### config.mk
export PLATFORM = sky130hd
export DESIGN_NAME = tri_irq_ctrl
export DESIGN_NICKNAME = d
export VERILOG_FILES = /design/src/rtl/tirq_pkg.sv /design/src/rtl/irq_timer.sv /design/src/rtl/irq_pin_edge.sv /design/src/rtl/irq_arbiter.sv /design/src/rtl/tri_irq_ctrl.sv
export SDC_FILE = /design/constraint.sdc
export NUM_CORES = 1
export LEC_CHECK = 0
export ABC_AREA = 0
export ABC_CLOCK_PERIOD_IN_PS = 4050
export BUFFER_PORTS_ARGS = -buffer_cell sky130_fd_sc_hd__buf_2
export CAP_MARGIN = 20
export CORE_UTILIZATION = 30
export CTS_CLUSTER_DIAMETER = 80
export DETAILED_ROUTE_END_ITERATION = 12
export GPL_ROUTABILITY_DRIVEN = 1
export PLACE_DENSITY = 0.55
export RECOVER_POWER = 25
export SETUP_SLACK_MARGIN = 0.05
export SLEW_MARGIN = 20
export SYNTH_ARGS = -nofsm -noshare
export SYNTH_HDL_FRONTEND = slang
export SYNTH_SLANG_ARGS = --single-unit
### constraint.sdc
create_clock -name clk -period 4.05 [get_ports clk]
set_input_delay 0.81 -clock clk [delete_from_list [all_inputs] [get_ports clk]]
set_output_delay 0.81 -clock clk [all_outputs]
set_load 0.01 [all_outputs]
### src/rtl/tirq_pkg.sv
package tirq_pkg;
  localparam int NSRC   = 3;
  localparam int IDX_W  = 2;
  localparam int ADDR_W = 9;
  localparam logic [ADDR_W-1:0] VEC_BASE = 9'h1F0;

  typedef enum logic [IDX_W-1:0] {
    SRC_STRM = 2'd0,
    SRC_PIN  = 2'd1,
    SRC_TMR  = 2'd2
  } src_e;

  // mode word, bit 7 down to bit 0
  typedef struct packed {
    logic       lk_s;
    logic [1:0] s_sel;
    logic       lk_p;
    logic [1:0] p_sel;
    logic       lk_t;
    logic       t_en;
  } mode_t;
endpackage

### src/rtl/irq_timer.sv
module irq_timer #(
  parameter int PER_W = 16
) (
  input  logic             clk,
  input  logic             rst_n,
  input  logic             en,
  input  logic             per_we,
  input  logic [PER_W-1:0] per_wdata,
  output logic             fire
);
  logic [PER_W-1:0] per_q, per_d;
  logic [PER_W-1:0] cnt_q, cnt_d;

  function automatic logic [PER_W-1:0] reload_of(input logic [PER_W-1:0] p);
    return (p == '0) ? '0 : p - PER_W'(1);
  endfunction

  always_comb begin
    per_d = per_we ? per_wdata : per_q;
    fire  = en && !per_we && (cnt_q == '0);
    if (per_we)
      cnt_d = reload_of(per_wdata);
    else if (!en || cnt_q == '0)
      cnt_d = reload_of(per_q);
    else
      cnt_d = cnt_q - PER_W'(1);
  end

  always_ff @(posedge clk or negedge rst_n) begin
    if (!rst_n) begin
      per_q <= '0;
      cnt_q <= '0;
    end else begin
      per_q <= per_d;
      cnt_q <= cnt_d;
    end
  end

  // a running count steps down by one each cycle
  p_cnt_step_r4: assert property (@(posedge clk) disable iff (!rst_n)
    (en && !per_we && cnt_q != '0) |=> (cnt_q == $past(cnt_q) - PER_W'(1)));
endmodule

### src/rtl/irq_pin_edge.sv
module irq_pin_edge #(
  parameter int NUM_PINS = 8,
  parameter int PIN_W    = 3
) (
  input  logic                clk,
  input  logic                rst_n,
  input  logic [NUM_PINS-1:0] pins,
  input  logic [PIN_W-1:0]    sel,
  input  logic [1:0]          edge_mode,
  output logic                evt
);
  logic sync1_q, sync2_q, prev_q;
  logic rise, fall;

  always_ff @(posedge clk or negedge rst_n) begin
    if (!rst_n) begin
      sync1_q <= 1'b0;
      sync2_q <= 1'b0;
      prev_q  <= 1'b0;
    end else begin
      sync1_q <= pins[sel];
      sync2_q <= sync1_q;
      prev_q  <= sync2_q;
    end
  end

  always_comb begin
    rise = sync2_q & ~prev_q;
    fall = ~sync2_q & prev_q;
    unique case (edge_mode)
      2'b00:   evt = 1'b0;
      2'b01:   evt = rise | fall;
      2'b10:   evt = rise;
      default: evt = fall;
    endcase
  end

  // an edge event needs a change across the last synchronizer stage
  p_edge_change_r3: assert property (@(posedge clk) disable iff (!rst_n)
    evt |-> (sync2_q != prev_q));
endmodule

### src/rtl/irq_arbiter.sv
module irq_arbiter
  import tirq_pkg::*;
#(
  parameter int N  = NSRC,
  parameter int IW = IDX_W
) (
  input  logic          clk,
  input  logic          rst_n,
  input  logic [N-1:0]  evt,
  input  logic          allow,
  input  logic          ready,
  output logic          req,
  output logic [IW-1:0] gnt_idx,
  output logic [N-1:0]  acc
);
  logic [N-1:0]        pend_q, pend_d, stay, arrive, gnt;
  logic [N-1:0][N-1:0] old_q, old_d;   // old_q[i][j]: i pending before j

  function automatic logic [N-1:0][N-1:0] order_init();
    logic [N-1:0][N-1:0] m;
    for (int i = 0; i < N; i++)
      for (int j = 0; j < N; j++)
        m[i][j] = (i <= j);
    return m;
  endfunction

  always_comb begin
    gnt = '0;
    for (int i = 0; i < N; i++) begin
      gnt[i] = pend_q[i];
      for (int j = 0; j < N; j++)
        gnt[i] = gnt[i] & (~pend_q[j] | old_q[i][j]);
    end
    req = allow & (|pend_q);
    acc = gnt & {N{req & ready}};
    gnt_idx = '0;
    for (int i = 0; i < N; i++)
      if (gnt[i]) gnt_idx = IW'(i);
  end

  always_comb begin
    stay   = pend_q & ~acc;
    arrive = evt & (~pend_q | acc);
    pend_d = stay | evt;
    for (int i = 0; i < N; i++)
      for (int j = 0; j < N; j++) begin
        if (i == j)                       old_d[i][j] = 1'b1;
        else if (arrive[i] && arrive[j])  old_d[i][j] = (i < j);
        else if (arrive[i])               old_d[i][j] = ~stay[j];
        else if (arrive[j])               old_d[i][j] = stay[i];
        else                              old_d[i][j] = old_q[i][j];
      end
  end

  always_ff @(posedge clk or negedge rst_n) begin
    if (!rst_n) begin
      pend_q <= '0;
      old_q  <= order_init();
    end else begin
      pend_q <= pend_d;
      old_q  <= old_d;
    end
  end

  // exactly one source is chosen whenever a request is raised
  p_one_grant_r10: assert property (@(posedge clk) disable iff (!rst_n)
    req |-> ($countones(gnt) == 1));

  genvar g;
  for (g = 0; g < N; g++) begin : g_hold
    // a pending flag survives until its request is accepted
    p_pend_held_r6: assert property (@(posedge clk) disable iff (!rst_n)
      (pend_q[g] && !acc[g]) |=> pend_q[g]);
  end
endmodule

### src/rtl/tri_irq_ctrl.sv
module tri_irq_ctrl
  import tirq_pkg::*;
#(
  parameter int NUM_PINS = 8,
  parameter int PER_W    = 16,
  parameter int PIN_W    = $clog2(NUM_PINS)
) (
  input  logic                clk,
  input  logic                rst_n,
  input  logic                mode_we,
  input  logic [7:0]          mode_wdata,
  input  logic                per_we,
  input  logic [PER_W-1:0]    per_wdata,
  input  logic                pin_we,
  input  logic [PIN_W-1:0]    pin_wdata,
  input  logic                lock_set,
  input  logic                lock_clr,
  input  logic [NUM_PINS-1:0] pins_in,
  input  logic                strm_rollover,
  input  logic                strm_wrap,
  input  logic                jmp_valid,
  input  logic [8:0]          jmp_target,
  input  logic                ins_ready,
  output logic                ins_req,
  output logic [1:0]          ins_src,
  output logic [8:0]          ins_link_addr,
  output logic [8:0]          ins_tgt_addr
);
  mode_t              mode_q, mode_d;
  logic [PIN_W-1:0]   pin_q, pin_d;
  logic               lock_q, lock_d;
  logic               strm_evt, pin_evt, tmr_fire;
  logic [NSRC-1:0]    evt, acc, lk_bits;
  logic [IDX_W-1:0]   gnt_idx;
  logic               arb_req, ret_hit, arm, drop;

  irq_pin_edge #(.NUM_PINS(NUM_PINS), .PIN_W(PIN_W)) u_pin (
    .clk(clk), .rst_n(rst_n), .pins(pins_in), .sel(pin_q),
    .edge_mode(mode_q.p_sel), .evt(pin_evt));

  irq_timer #(.PER_W(PER_W)) u_tmr (
    .clk(clk), .rst_n(rst_n), .en(mode_q.t_en), .per_we(per_we),
    .per_wdata(per_wdata), .fire(tmr_fire));

  irq_arbiter #(.N(NSRC), .IW(IDX_W)) u_arb (
    .clk(clk), .rst_n(rst_n), .evt(evt), .allow(~lock_q), .ready(ins_ready),
    .req(arb_req), .gnt_idx(gnt_idx), .acc(acc));

  always_comb begin
    strm_evt = mode_q.s_sel[1] & (mode_q.s_sel[0] ? strm_wrap : strm_rollover);
    evt      = {tmr_fire, pin_evt, strm_evt};
    lk_bits  = {mode_q.lk_t, mode_q.lk_p, mode_q.lk_s};
    arm      = |(acc & lk_bits);
    ret_hit  = 1'b0;
    for (int k = 0; k < NSRC; k++)
      if (jmp_target == VEC_BASE + ADDR_W'(2 * k)) ret_hit = jmp_valid;
    drop     = lock_clr | ret_hit;
    lock_d   = (lock_q & ~drop) | lock_set | arm;
    mode_d   = mode_we ? mode_t'(mode_wdata) : mode_q;
    pin_d    = pin_we ? pin_wdata : pin_q;
  end

  always_ff @(posedge clk or negedge rst_n) begin
    if (!rst_n) begin
      mode_q <= '0;
      pin_q  <= '0;
      lock_q <= 1'b0;
    end else begin
      mode_q <= mode_d;
      pin_q  <= pin_d;
      lock_q <= lock_d;
    end
  end

  always_comb begin
    ins_req       = arb_req;
    ins_src       = gnt_idx;
    ins_link_addr = VEC_BASE + ADDR_W'({gnt_idx, 1'b0});
    ins_tgt_addr  = ins_link_addr | 9'h001;
  end

  // the lock holds back every request
  p_lock_blocks_r7: assert property (@(posedge clk) disable iff (!rst_n)
    lock_q |-> !ins_req);
  // a set strobe always leaves the lock set
  p_set_wins_r8: assert property (@(posedge clk) disable iff (!rst_n)
    lock_set |=> lock_q);
  // a return with nothing setting the lock frees it
  p_ret_frees_r9: assert property (@(posedge clk) disable iff (!rst_n)
    (ret_hit && !lock_set && !arm) |=> !lock_q);
  // target register follows the link register of the same pair
  p_vec_pair_r5: assert property (@(posedge clk) disable iff (!rst_n)
    ins_req |-> (ins_tgt_addr == ins_link_addr + 9'd1));
endmodule

; Word-level counts from Yosys, hierarchy flattened
; Cells that the tools add are included.
[word_totals]
regBits = 56
inputBits = 55
output_inout_bits = 21
word_cells = 118
[classes]
add_sub_neg = 4
order_cmp = 1
eq_ne = 5
n_mux = 31
bitwise = 40
n_reduce_logical = 17
[op_table]
columns = cell, count
row1 = 16-bit 2-to-1 mux, 4
row2 = 16-bit logical NOT, 3
row3 = 16-bit by 1-bit subtractor with 16-bit output (second input constant), 3
row4 = 9-bit equality test (second input constant), 3
row5 = 1-bit 2-to-1 mux, 24
row6 = 1-bit AND, 12
row7 = 3-bit AND, 4
row8 = 1-bit NOT, 10
row9 = 1-bit bitwise OR, 10
row10 = 3-bit nonzero test, 3
row11 = 5-bit by 4-bit adder with 6-bit output (first input constant), 1
row12 = 3-bit NOT, 2
row13 = 3-bit bitwise OR, 2
row14 = 3-bit OR reduction, 2
row15 = 1-bit logical AND, 5
row16 = 3-bit by 4-bit < comparator with 1-bit output (second input constant), 1
row17 = 1-bit binary-select mux with 3-bit select, 1
row18 = 1-bit case mux with 3 select lines, 1
row19 = 2-bit by 1-bit equality test with 1-bit output (second input constant), 1
row20 = 2-bit equality test (second input constant), 1
row21 = 1-bit logical NOT, 2
row22 = 2-bit logical NOT, 1
row23 = 2-bit 2-to-1 mux, 1
row24 = 1-bit logical OR, 1

; Logic depth before layout (Yosys ltp)
; Gate-level depths: netlist (run 1).
[logic_depth]
ltp_word = 10
ltp_mapped = 8
mapped_depth_nobuf = 7

; Modules after synthesis
; Synthesis (run 1) repeated with hierarchy kept, for this count alone.
[unflattened]
hier_cells = 343
hier_area_um2 = 3614.7
[by_module_without_submodules]
columns = mod, n_inst, cells_per_inst, area_per_inst_um2, seq_area_each_um2
row1 = irq_timer, 1, 218, 2159.6, 800.8
row2 = tri_irq_ctrl, 1, 53, 679.4, 300.3
row3 = irq_arbiter, 1, 59, 578.1, 229.0
row4 = irq_pin_edge, 1, 13, 197.7, 75.1

; Least setup slack after synthesis (run 1)
; OpenSTA, ideal clock, no wires.
[synth_timing]
kind = reg2out
from = register u_arb.pend_q[1]
to = output port ins_src[0]
arrival_time_ps = 1514
required_time_ps = 3240
setup_slack_ps = 1726
stages_incl_launch_ff = 5
n_path_buf = 1
cell_sequence = dfrtp_1 nor2b_1 nor3b_1 nor2_1 buf_4
[synth_between]
elab_chain_len = 4
word_cells_on_any_way = 7
cone_classes = mux: 2 / bitwise: 5
[synth_lines]
columns = item, line
row1 = "start, declared", irq_arbiter.sv:16  ; logic [N-1:0] pend_q, pend_d, stay, arrive, gnt;
row2 = "start signal, assigned", irq_arbiter.sv:60  ; pend_q <= pend_d;
row3 = 1-bit AND or 1-bit NOT (tied branches), irq_arbiter.sv:32  ; gnt[i] = gnt[i] & (~pend_q[j] | old_q[i][j]);
row4 = 1-bit AND or 1-bit bitwise OR (tied branches), irq_arbiter.sv:32
row5 = 1-bit 2-to-1 mux or 1-bit AND (tied branches), "irq_arbiter.sv:38, irq_arbiter.sv:32"
row6 = 2-bit 2-to-1 mux (*), irq_arbiter.sv:38  ; if (gnt[i]) gnt_idx = IW'(i);
row7 = "end, declared", tri_irq_ctrl.sv:25  ; output logic [1:0] ins_src,
; Every way passes the cells marked *; elsewhere a longest branch is shown, timed or not.

; Final worst setup path (run 1)
[layout_timing]
from = register u_arb.pend_q[1]
to = output port ins_link_addr[1]
[layout_between]
elab_chain_len = 5
word_cells_on_any_way = 8
cone_classes = add/sub: 1 / mux: 2 / bitwise: 5
[layout_lines]
columns = item, line
row1 = 1-bit AND or 1-bit NOT (tied branches), irq_arbiter.sv:32
row2 = 1-bit AND or 1-bit bitwise OR (tied branches), irq_arbiter.sv:32
row3 = 1-bit 2-to-1 mux or 1-bit AND (tied branches), "irq_arbiter.sv:38, irq_arbiter.sv:32"
row4 = 2-bit 2-to-1 mux (*), irq_arbiter.sv:38
row5 = 5-bit by 4-bit adder with 6-bit output (*), tri_irq_ctrl.sv:78  ; ins_link_addr = VEC_BASE + ADDR_W'({gnt_idx, 1'b0});
row6 = "end, declared", tri_irq_ctrl.sv:26  ; output logic [8:0] ins_link_addr,
; Marked as above.

==> flow_summary.yaml, run 1 <==
sta:
  relSlewSlack_pct: 19.0
  setup_viol: 0
  final-max-slew-violation-count: 0
  max_freq_mhz: 385
  period_share_pct: 64.1
  period_needed_ps: 2600
  final.setup.tns_ps: 0
  skew_ps: 7.11
  worstMarginPinSlew_ps: 1210
  hold_violations: 0
  grt_setup_unrepaired: "no"
  hold_ws_ps: 358
layout:
  seq_area_mm2: 0.00141
  nets: 472
  num-fill-cells: 1136
  fin_cells: 554
  diodes: 0
  drive_above_1_share_pct: 27.0
  stdcell_area_mm2: 0.00406
  area_growth_pct: 14.3
  multi_input_area_mm2: 0.00198
clock_tree:
  holdBufCountCts: 0
  cts_buffer_depth: 2
  clk_latency_ps: 300
  cts_resized: 0
  cts_tree: "done"
  clock_sinks: 56
  clk_pin_slew_ps: 70
  cts_buffers: 5
  post-cts-setup-buffers: 0
  cts-root-buf: "clkbuf_16"
  htree_levels: 2
die:
  die_width_um: 111
  core-area_mm2: 0.0115
  start_util_pct: 31.0
  chipHeight_um: 111
  ios: 76
  num_rows: 39
  die-area_mm2: 0.0123
placed_design:
  dpl.hpwl_mm: 6.32
  gp_congestion: 0.814
  io_buffers: 61
  numPlacedInstances: 546
  postPlaceCellArea_mm2: 0.00393
synth:
  synth_top_area_share_pct: 37.3
  synth_edf_count: 0
  synth-main-ff-cell: "dfrtp_1"
  async_flop_share_pct: 100
  yosysSeqAreaShare_pct: 39.5
  ys_seq_elements: 56
  yosysTopAreaCell: "dfrtp_1"
  yosysWarnings: 0
  syn-cell-area_mm2: 0.00356
  synthCells: 353
  synth.avg_cell_area_um2: 10.1
  yosysUniqueCellTypes: 59
  synthTopCellsByArea: "dfrtp_1 (37%), mux2_2 (8.6%), xnor2_1 (5.7%), xor2_1 (3.9%), buf_4 (3.8%)"
routing:
  route.met2.wl_mm: 3.72
  drc_errors: 0
  drt_pre_antenna_iters: 4
  wl_met1_mm: 3.78
  wl_met3_um: 318
  top_layer: "met4"
  vias: 2813
  final_antenna_net_count: 0
  drt_iter0_drc: 173
  vias_per_cell: 5.08
  routedWlPerCell_um: 14.4
  wl_mm: 7.98
power_and_ir_drop:
  power.static_leakage_nw: 1.65
  p_per_area_mw_per_mm2: 387
  ir_drop_uv: 217
  p_total_mw: 1.57
setup_path:
  slowest_delay_ps: 520
  rrSetupSlack_ps: 1790
  worstSetupPathType: "register to primary output"
  required_ps: 3240
  r2r_start: "u_tmr.cnt_q[0]$_DFF_PN0_"
  crit_chain: "nor2b_1 > nor3b_1 > nor2_1 > buf_2"
  cp-start-kind: "register"
  critPathArrivalTime_ps: 1790
  critPathLaunch: "u_arb.pend_q[1]$_DFF_PN0_"
  path_max_fanout: 6
  crit_slowest_cell: "nor3b_1"
  worstSetupEndpointType: "primary output"
min_path:
  worstHoldPathType: "register to register"
  hold_start: "u_pin.sync1_q$_DFF_PN0_"
run:
  cap_violations: 0
global_route:
  grt_use_total_pct: 13.7
  grt_max_degree: 35
  grt.overflow.total: 0
  grt_pass1_wl_mm: 13.7
  antenna_found_initial: 0
  grt_pass1_vias: 2793
run_status:
  outcome: "complete, no violations"
[placed cells by master, fill, tap and decap left out, types with 6 or more instances in the layout]
master    instances
o21ai_0           6
nand2b_1          7
nor2_1           20
nand2_1          30
nor3_1           16
buf_2            58
xor2_1           16
o221ai_1         10
nand3_1           8
conb_1           14
inv_1            13
ha_1              7
mux2_2           27
nand4_1           8
dfrtp_1          53
nor2b_1           6
nor4_1            8
xnor2_1          23
[cell families after synthesis]
| logic type | after synthesis | synth area share [%] |
|---|---|---|
| AO/OA/AOI/OAI | 47 | 10.2 |
| buffers and inverters | 38 | 6.19 |
| XOR/XNOR | 39 | 9.61 |
| adder cells (fa/ha/maj) | 7 | 2.46 |
| flip-flops | 56 | 39.5 |
| multiplexers | 30 | 10.1 |
| AND/OR/NAND/NOR | 134 | 21.7 |
| other | 2 | 0.211 |
[per-stage QoR]
| step | worst slack, ps | util, % |
|---|---|---|
| 6_report | 1450 | 35.4 |
| 5_1_grt | 1290 | 35.4 |
| 4_1_cts | 1440 | 35.5 |
| 3_5_place_dp | 1440 | 34.3 |
| 3_3_place_gp | 1490 | 34.3 |
| 2_1_floorplan | 1730 | - |
[report_power, final]
part	internal, mW	switching, mW
Clock	0.229	0.190
Sequential	0.651	0.0897
Combinational	0.193	0.220
[layout make-up]
class | count | share of cell area (%)
sequential | 56 | 34.6
clock buffer | 7 | 3.26
clock inverter | 1 | 0.123
inverter | 13 | 1.20
multi-input combinational | 271 | 48.6
timing repair buffer | 63 | 7.79
tap | 143 | 4.40
[state kept, by name, summed over array words and instances (netlist names)]
| name | count |
|---|---|
| pin_q | 3 |
| u_pin.prev_q | 1 |
| lock_q | 1 |
| mode_q | 5 |
| u_pin.sync1_q | 1 |
| lk_bits | 3 |
| u_arb.pend_q | 3 |
| u_pin.sync2_q | 1 |
| u_tmr.per_q | 16 |
| u_tmr.cnt_q | 16 |
| u_arb.old_q | 6 |
[metal layers]
| layer | global-route usage [%] | vias up |
|---|---|---|
| li1 | - | 1363 |
| met1 | 18.4 | 1360 |
| met2 | 22.3 | 80 |
| met4 | 4.71 | 0 |
| met5 | 0 | - |
| met3 | 2.35 | 10 |
[worst paths after layout]
kind                                         endpoint  depth (start not counted)
max in group asynchronous  u_arb.old_q[5]$_DFFE_PN1P_                          2
min reg2reg                   u_pin.sync2_q$_DFF_PN0_                          0
max reg2reg                 u_tmr.cnt_q[15]$_DFF_PN0_                          7
max                                  ins_link_addr[1]                          4
min                           u_pin.sync2_q$_DFF_PN0_                          0
min in group asynchronous        pin_q[0]$_DFFE_PN0P_                          1
[cells in the mapped netlist (all sizes together), types with 5 or more instances]
library cell	n
buf	23
nor4	11
nand2b	7
o21ai	11
ha	7
o221ai	11
nand2	33
xnor2	23
nor2	20
nor2b	6
nor3b	5
nand3	8
xor2	16
nor3	17
nand4b	5
dfrtp	53
nand4	8
or3	5
mux2	27
inv	13
[critical path: cells and delay by family, from the launching register on]
kind	cells	cell delay, ps
flip-flops	1	430
buffers and inverters	1	180
AND/OR/NAND/NOR	3	880
Note: power is estimated with default switching activity, not from simulation.
==> inputs of run 2 (changes only) <==
Settings changed: ABC_CLOCK_PERIOD_IN_PS 4050 to 2200, PLACE_DENSITY 0.55 to 0.57.
Clock period 4.05 ns to 2.2 ns, I/O delays scaled along.
==> run 2 against run 1 <==
- worst setup slack lost 1200 ps
- critical path type unchanged
- clock-buffer cell count fell by 2
- routed wire length grew 1.9%
- highest routed layer unchanged
- largest power group unchanged
- core utilization up 1.0 points
- register-to-register slack got worse by 1500 ps
- critical path depth stayed put
==> flow_summary.yaml, run 2 (same netlist as run 1, synthesis figures left out) <==
routing:
  drt_pre_antenna_iters: 4
  drc_errors: 0
  final_antenna_net_count: 0
  drt_iter0_drc: 182
  vias: 2819
  routedWlPerCell_um: 14.4
  vias_per_cell: 5.01
  wl_mm: 8.13
min_path:
  worstHoldPathType: "input pin to register"
  hold_start: "lock_set"
die:
  num_rows: 39
  core-area_mm2: 0.0115
  die_width_um: 111
  ios: 76
  chipHeight_um: 111
  start_util_pct: 31.0
  die-area_mm2: 0.0123
clock_tree:
  holdBufCountCts: 0
  cts_buffers: 5
  cts_buffer_depth: 2
  clk_pin_slew_ps: 70
  clock_sinks: 56
  htree_levels: 2
  cts_tree: "done"
  cts-root-buf: "clkbuf_16"
  clk_latency_ps: 290
setup_path:
  critPathLaunch: "u_arb.pend_q[1]$_DFF_PN0_"
  required_ps: 1760
  cp-start-kind: "register"
  r2r_start: "u_tmr.cnt_q[0]$_DFF_PN0_"
  path_max_fanout: 6
  worstSetupPathType: "register to primary output"
  critPathArrivalTime_ps: 1530
  worstSetupEndpointType: "primary output"
layout:
  nets: 481
  top_regs: "u_tmr.cnt_q (16), u_tmr.per_q (16), u_arb.old_q (6)"
  diodes: 0
  drive_above_1_share_pct: 29.5
  layout_commonest_cell: "buf_2"
  area_growth_pct: 17.5
  layout_common_cells: "buf_2 (59), dfrtp_1 (53), nand2_1 (29), mux2_2 (27), xnor2_1 (23)"
  fin_cells: 563
global_route:
  grt_pass1_wl_mm: 13.9
  grt_max_degree: 23
  grt_use_total_pct: 13.9
  grt.overflow.total: 0
  antenna_found_initial: 0
  grt_pass1_vias: 2840
sta:
  period_share_pct: 89.4
  grt_setup_unrepaired: "no"
  setup_viol: 0
  max_freq_mhz: 508
  hold_ws_ps: 346
  hold_violations: 0
  final-max-slew-violation-count: 0
  period_needed_ps: 1970
  skew_ps: 7.16
  worstMarginPinSlew_ps: 1200
  relSlewSlack_pct: 20.2
  final.setup.tns_ps: 0
power_and_ir_drop:
  ir_drop_uv: 368
  power.static_leakage_nw: 1.71
  p_per_area_mw_per_mm2: 729
  p_total_mw: 3.05
placed_design:
  io_buffers: 61
  numPlacedInstances: 554
  dpl.hpwl_mm: 6.47
  gp_congestion: 0.808
run:
  cap_violations: 0
run_status:
  outcome: "complete, no violations"
[run 2: changes by cell type in the layout (fill, tap and decap cells not counted)]
cell,change
nand2_1,-1
clkinvlp_4,+1
buf_12,+1
bufinv_16,+1
nor3b_2,+1
clkbuf_1,-2
buf_4,+7
nor3b_1,-1
nand2_2,+1
buf_2,+1
[run 2: worst paths after layout]
check / endpoint / slack [ps] / cells after the start
min in group asynchronous: u_tmr.per_q[11]$_DFFE_PN0P_ / 370 / 1
worst max register to register: u_arb.old_q[2]$_DFFE_PN1P_ / 270 / 8
worst max-delay path: ins_src[0] / 230 / 4
worst min register to register: u_pin.sync2_q$_DFF_PN0_ / 350 / 0
max in group asynchronous: u_arb.old_q[2]$_DFFE_PN1P_ / 890 / 2
worst min-delay path: lock_q$_DFF_PN0_ / 350 / 3
[run 2: what timing repair did]
action | 4_1_cts | 5_1_grt
endpoints found under the setup margin | 0 | 17
buffers inserted | 0 | 1
gates resized for setup | 0 | 2
[run 2: critical path, stage by stage, from the launching register on]
cell and delay [ps]:
dfrtp_1 430, nor2b_1 180, nor3b_2 340, nor2_1 120, buf_2 160
[run 2: per-stage QoR]
stage                     instance area, um^2  util (%)  worst slack [ps]
after global routing                     4180      36.4              55.8
after floorplan                          3600         -               246
after CTS                                4170      36.4              53.7
after detailed placement                 4000      34.9               194
final                                    4180      36.4               233
after global placement                   4000      34.9               238
[run 2: final cells by class]
class,instances,area [um^2]
well taps,143,179
repair buffers,72,394
multi-input cells,271,1980
clock inverters,3,42.5
inverters,13,48.8
flip-flops and latches,56,1410
clock buffers,5,125
fillers,1141,7290
[run 2: where the power goes]
part           internal [mW]  total, mW  switching, mW
combinational          0.375      0.785          0.410
clock                  0.535      0.901          0.365
sequential              1.20       1.36          0.164
[run 2: routing by layer]
metal  global-route usage (%)  vias to the layer above  wire [um]
li1                         -                     1372          -
met1                     18.4                     1362       3800
met2                     22.5                       72       3880
met3                     2.73                       13        290
met4                     4.89                        0        163
met5                        0                        -          0
==> inputs of run 3 (changes only) <==
Settings changed: REMOVE_ABC_BUFFERS set to 1.
==> run 3 against run 2 <==
- via count decreased by 0.28%
- cell count increased by 0.18%
- worst setup slack got worse by 30 ps
- clock skew about the same
- critical path depth increased by 1
- highest routed layer unchanged
- critical path type is now register to register
- non-clock buffer count increased by 1
- sequential power about the same
- routed wire length decreased by 0.47%
- core utilization decreased by 0.12 points
- first-iteration DRC count increased by 12%
==> flow_summary.yaml, run 3 (same netlist as run 1, synthesis figures left out) <==
routing:
  drt_pre_antenna_iters: 4
  drc_errors: 0
  vias: 2811
  routedWlPerCell_um: 14.3
  final_antenna_net_count: 0
  vias_per_cell: 4.98
  wl_mm: 8.09
  drt_iter0_drc: 203
layout:
  layout_commonest_cell: "buf_2"
  fin_cells: 564
  num-fill-cells: 1121
  nets: 482
  layout_common_cells: "buf_2 (59), dfrtp_1 (53), nand2_1 (30), mux2_2 (27), xnor2_1 (23)"
  utilization_pct: 36.3
  drive_above_1_share_pct: 30.2
  diodes: 0
  area_growth_pct: 17.1
  stdcell_area_mm2: 0.00416
  top_regs: "u_tmr.cnt_q (16), u_tmr.per_q (16), u_arb.old_q (6)"
sta:
  relSlewSlack_pct: 6.61
  grt_setup_unrepaired: "no"
  final-max-slew-violation-count: 0
  hold_violations: 0
  period_share_pct: 90.8
  worstMarginPinSlew_ps: 1400
  skew_ps: 6.96
  setup_viol: 0
  period_needed_ps: 2000
  max_freq_mhz: 501
die:
  die_width_um: 111
  num_rows: 39
  die-area_mm2: 0.0123
  ios: 76
  core-area_mm2: 0.0115
  start_util_pct: 31.0
  chipHeight_um: 111
power_and_ir_drop:
  p_total_mw: 2.95
  ir_drop_uv: 426
  p_per_area_mw_per_mm2: 709
  power.static_leakage_nw: 1.71
setup_path:
  cp-start-kind: "register"
  critPathArrivalTime_ps: 2160
  worstSetupPathType: "register to register"
  path_max_fanout: 14
  required_ps: 2360
  worstSetupEndpointType: "register"
  r2r_start: "u_tmr.per_q[4]$_DFFE_PN0P_"
  critPathLaunch: "u_tmr.per_q[4]$_DFFE_PN0P_"
placed_design:
  postPlaceCellArea_mm2: 0.00400
  numPlacedInstances: 555
  gp_congestion: 0.826
  dpl.hpwl_mm: 6.33
  io_buffers: 61
clock_tree:
  cts_buffers: 5
  holdBufCountCts: 0
  cts_buffer_depth: 2
  clock_sinks: 56
  clk_latency_ps: 300
  clk_pin_slew_ps: 80
  cts-root-buf: "clkbuf_16"
  cts_tree: "done"
  htree_levels: 2
global_route:
  grt.overflow.total: 0
  grt_pass1_wl_mm: 14.0
  grt_max_degree: 27
  grt_use_total_pct: 13.9
  antenna_found_initial: 0
  grt_pass1_vias: 2836
min_path:
  worstHoldPathType: "input pin to register"
  hold_start: "lock_set"
run_status:
  outcome: "complete, no violations"
run:
  cap_violations: 0
## run 3: changes by cell type in the layout (fill, tap and decap cells not counted)
cell | before | now
nor4b_1 | 2 | 1
nor3b_1 | 4 | 3
nand2_2 | 3 | 2
nor3b_2 | 1 | 2
buf_12 | 1 | 0
clkbuf_1 | 3 | 2
buf_4 | 9 | 12
nand2_1 | 29 | 30
inv_6 | 0 | 1
nor4b_2 | 0 | 1
bufinv_16 | 1 | 0
## run 3: report_power, final
part / total, mW / leakage, nW / internal [mW] / switching [mW]
clock: 0.806 / 0.0702 / 0.425 / 0.381
combinational: 0.784 / 0.981 / 0.376 / 0.408
sequential: 1.36 / 0.660 / 1.20 / 0.167
## run 3: layer usage
metal | GRT usage [%] | wire length (um) | up-vias
met2 | 22.9 | 3900 | 59
met5 | 0 | 0 | -
met1 | 19.0 | 3800 | 1369
met3 | 1.64 | 244 | 9
met4 | 4.89 | 139 | 0
li1 | - | - | 1374
## run 3: cell type report
cell class | count | area [um^2] | share of cell area (%)
multi-input combinational | 271 | 1990 | 47.8
sequential | 56 | 1410 | 33.7
timing repair buffer | 73 | 393 | 9.44
tap | 143 | 179 | 4.30
clock buffer | 5 | 125 | 3.00
inverter | 13 | 48.8 | 1.17
clock inverter | 3 | 21.3 | 0.511
## run 3: path summary, 6_finish.rpt
kind	to	slack [ps]	depth (start not counted)
worst min register to register	u_pin.sync2_q$_DFF_PN0_	350	0
max in group asynchronous	mode_q[6]$_DFFE_PN0P_	730	2
min in group asynchronous	u_tmr.per_q[3]$_DFFE_PN0P_	450	1
worst max-delay path	u_tmr.cnt_q[7]$_DFF_PN0_	200	5
worst min-delay path	lock_q$_DFF_PN0_	350	3
worst max register to register	u_tmr.cnt_q[7]$_DFF_PN0_	200	5
## run 3: metrics by stage
step | worst slack, ps | TNS, ps | hold slack, ps
floorplan | -193 | -2630 | 144
detailed placement | 160 | 0 | 336
global placement | 215 | 0 | 334
CTS | 83.0 | 0 | 141
finish | 203 | 0 | 349
global route | 83.2 | 0 | 364
## run 3: worst max-delay path, stage by stage, from the launching register on
cell	delay [ps]
dfrtp_1	450
nor4_4	420
nand2_2	140
o41a_1	380
nand2_2	250
o221ai_1	200
## run 3: repair_timing
item	in CTS	in global routing
setup endpoints to repair	0	21
buffers inserted	0	1
gates resized for setup	0	3
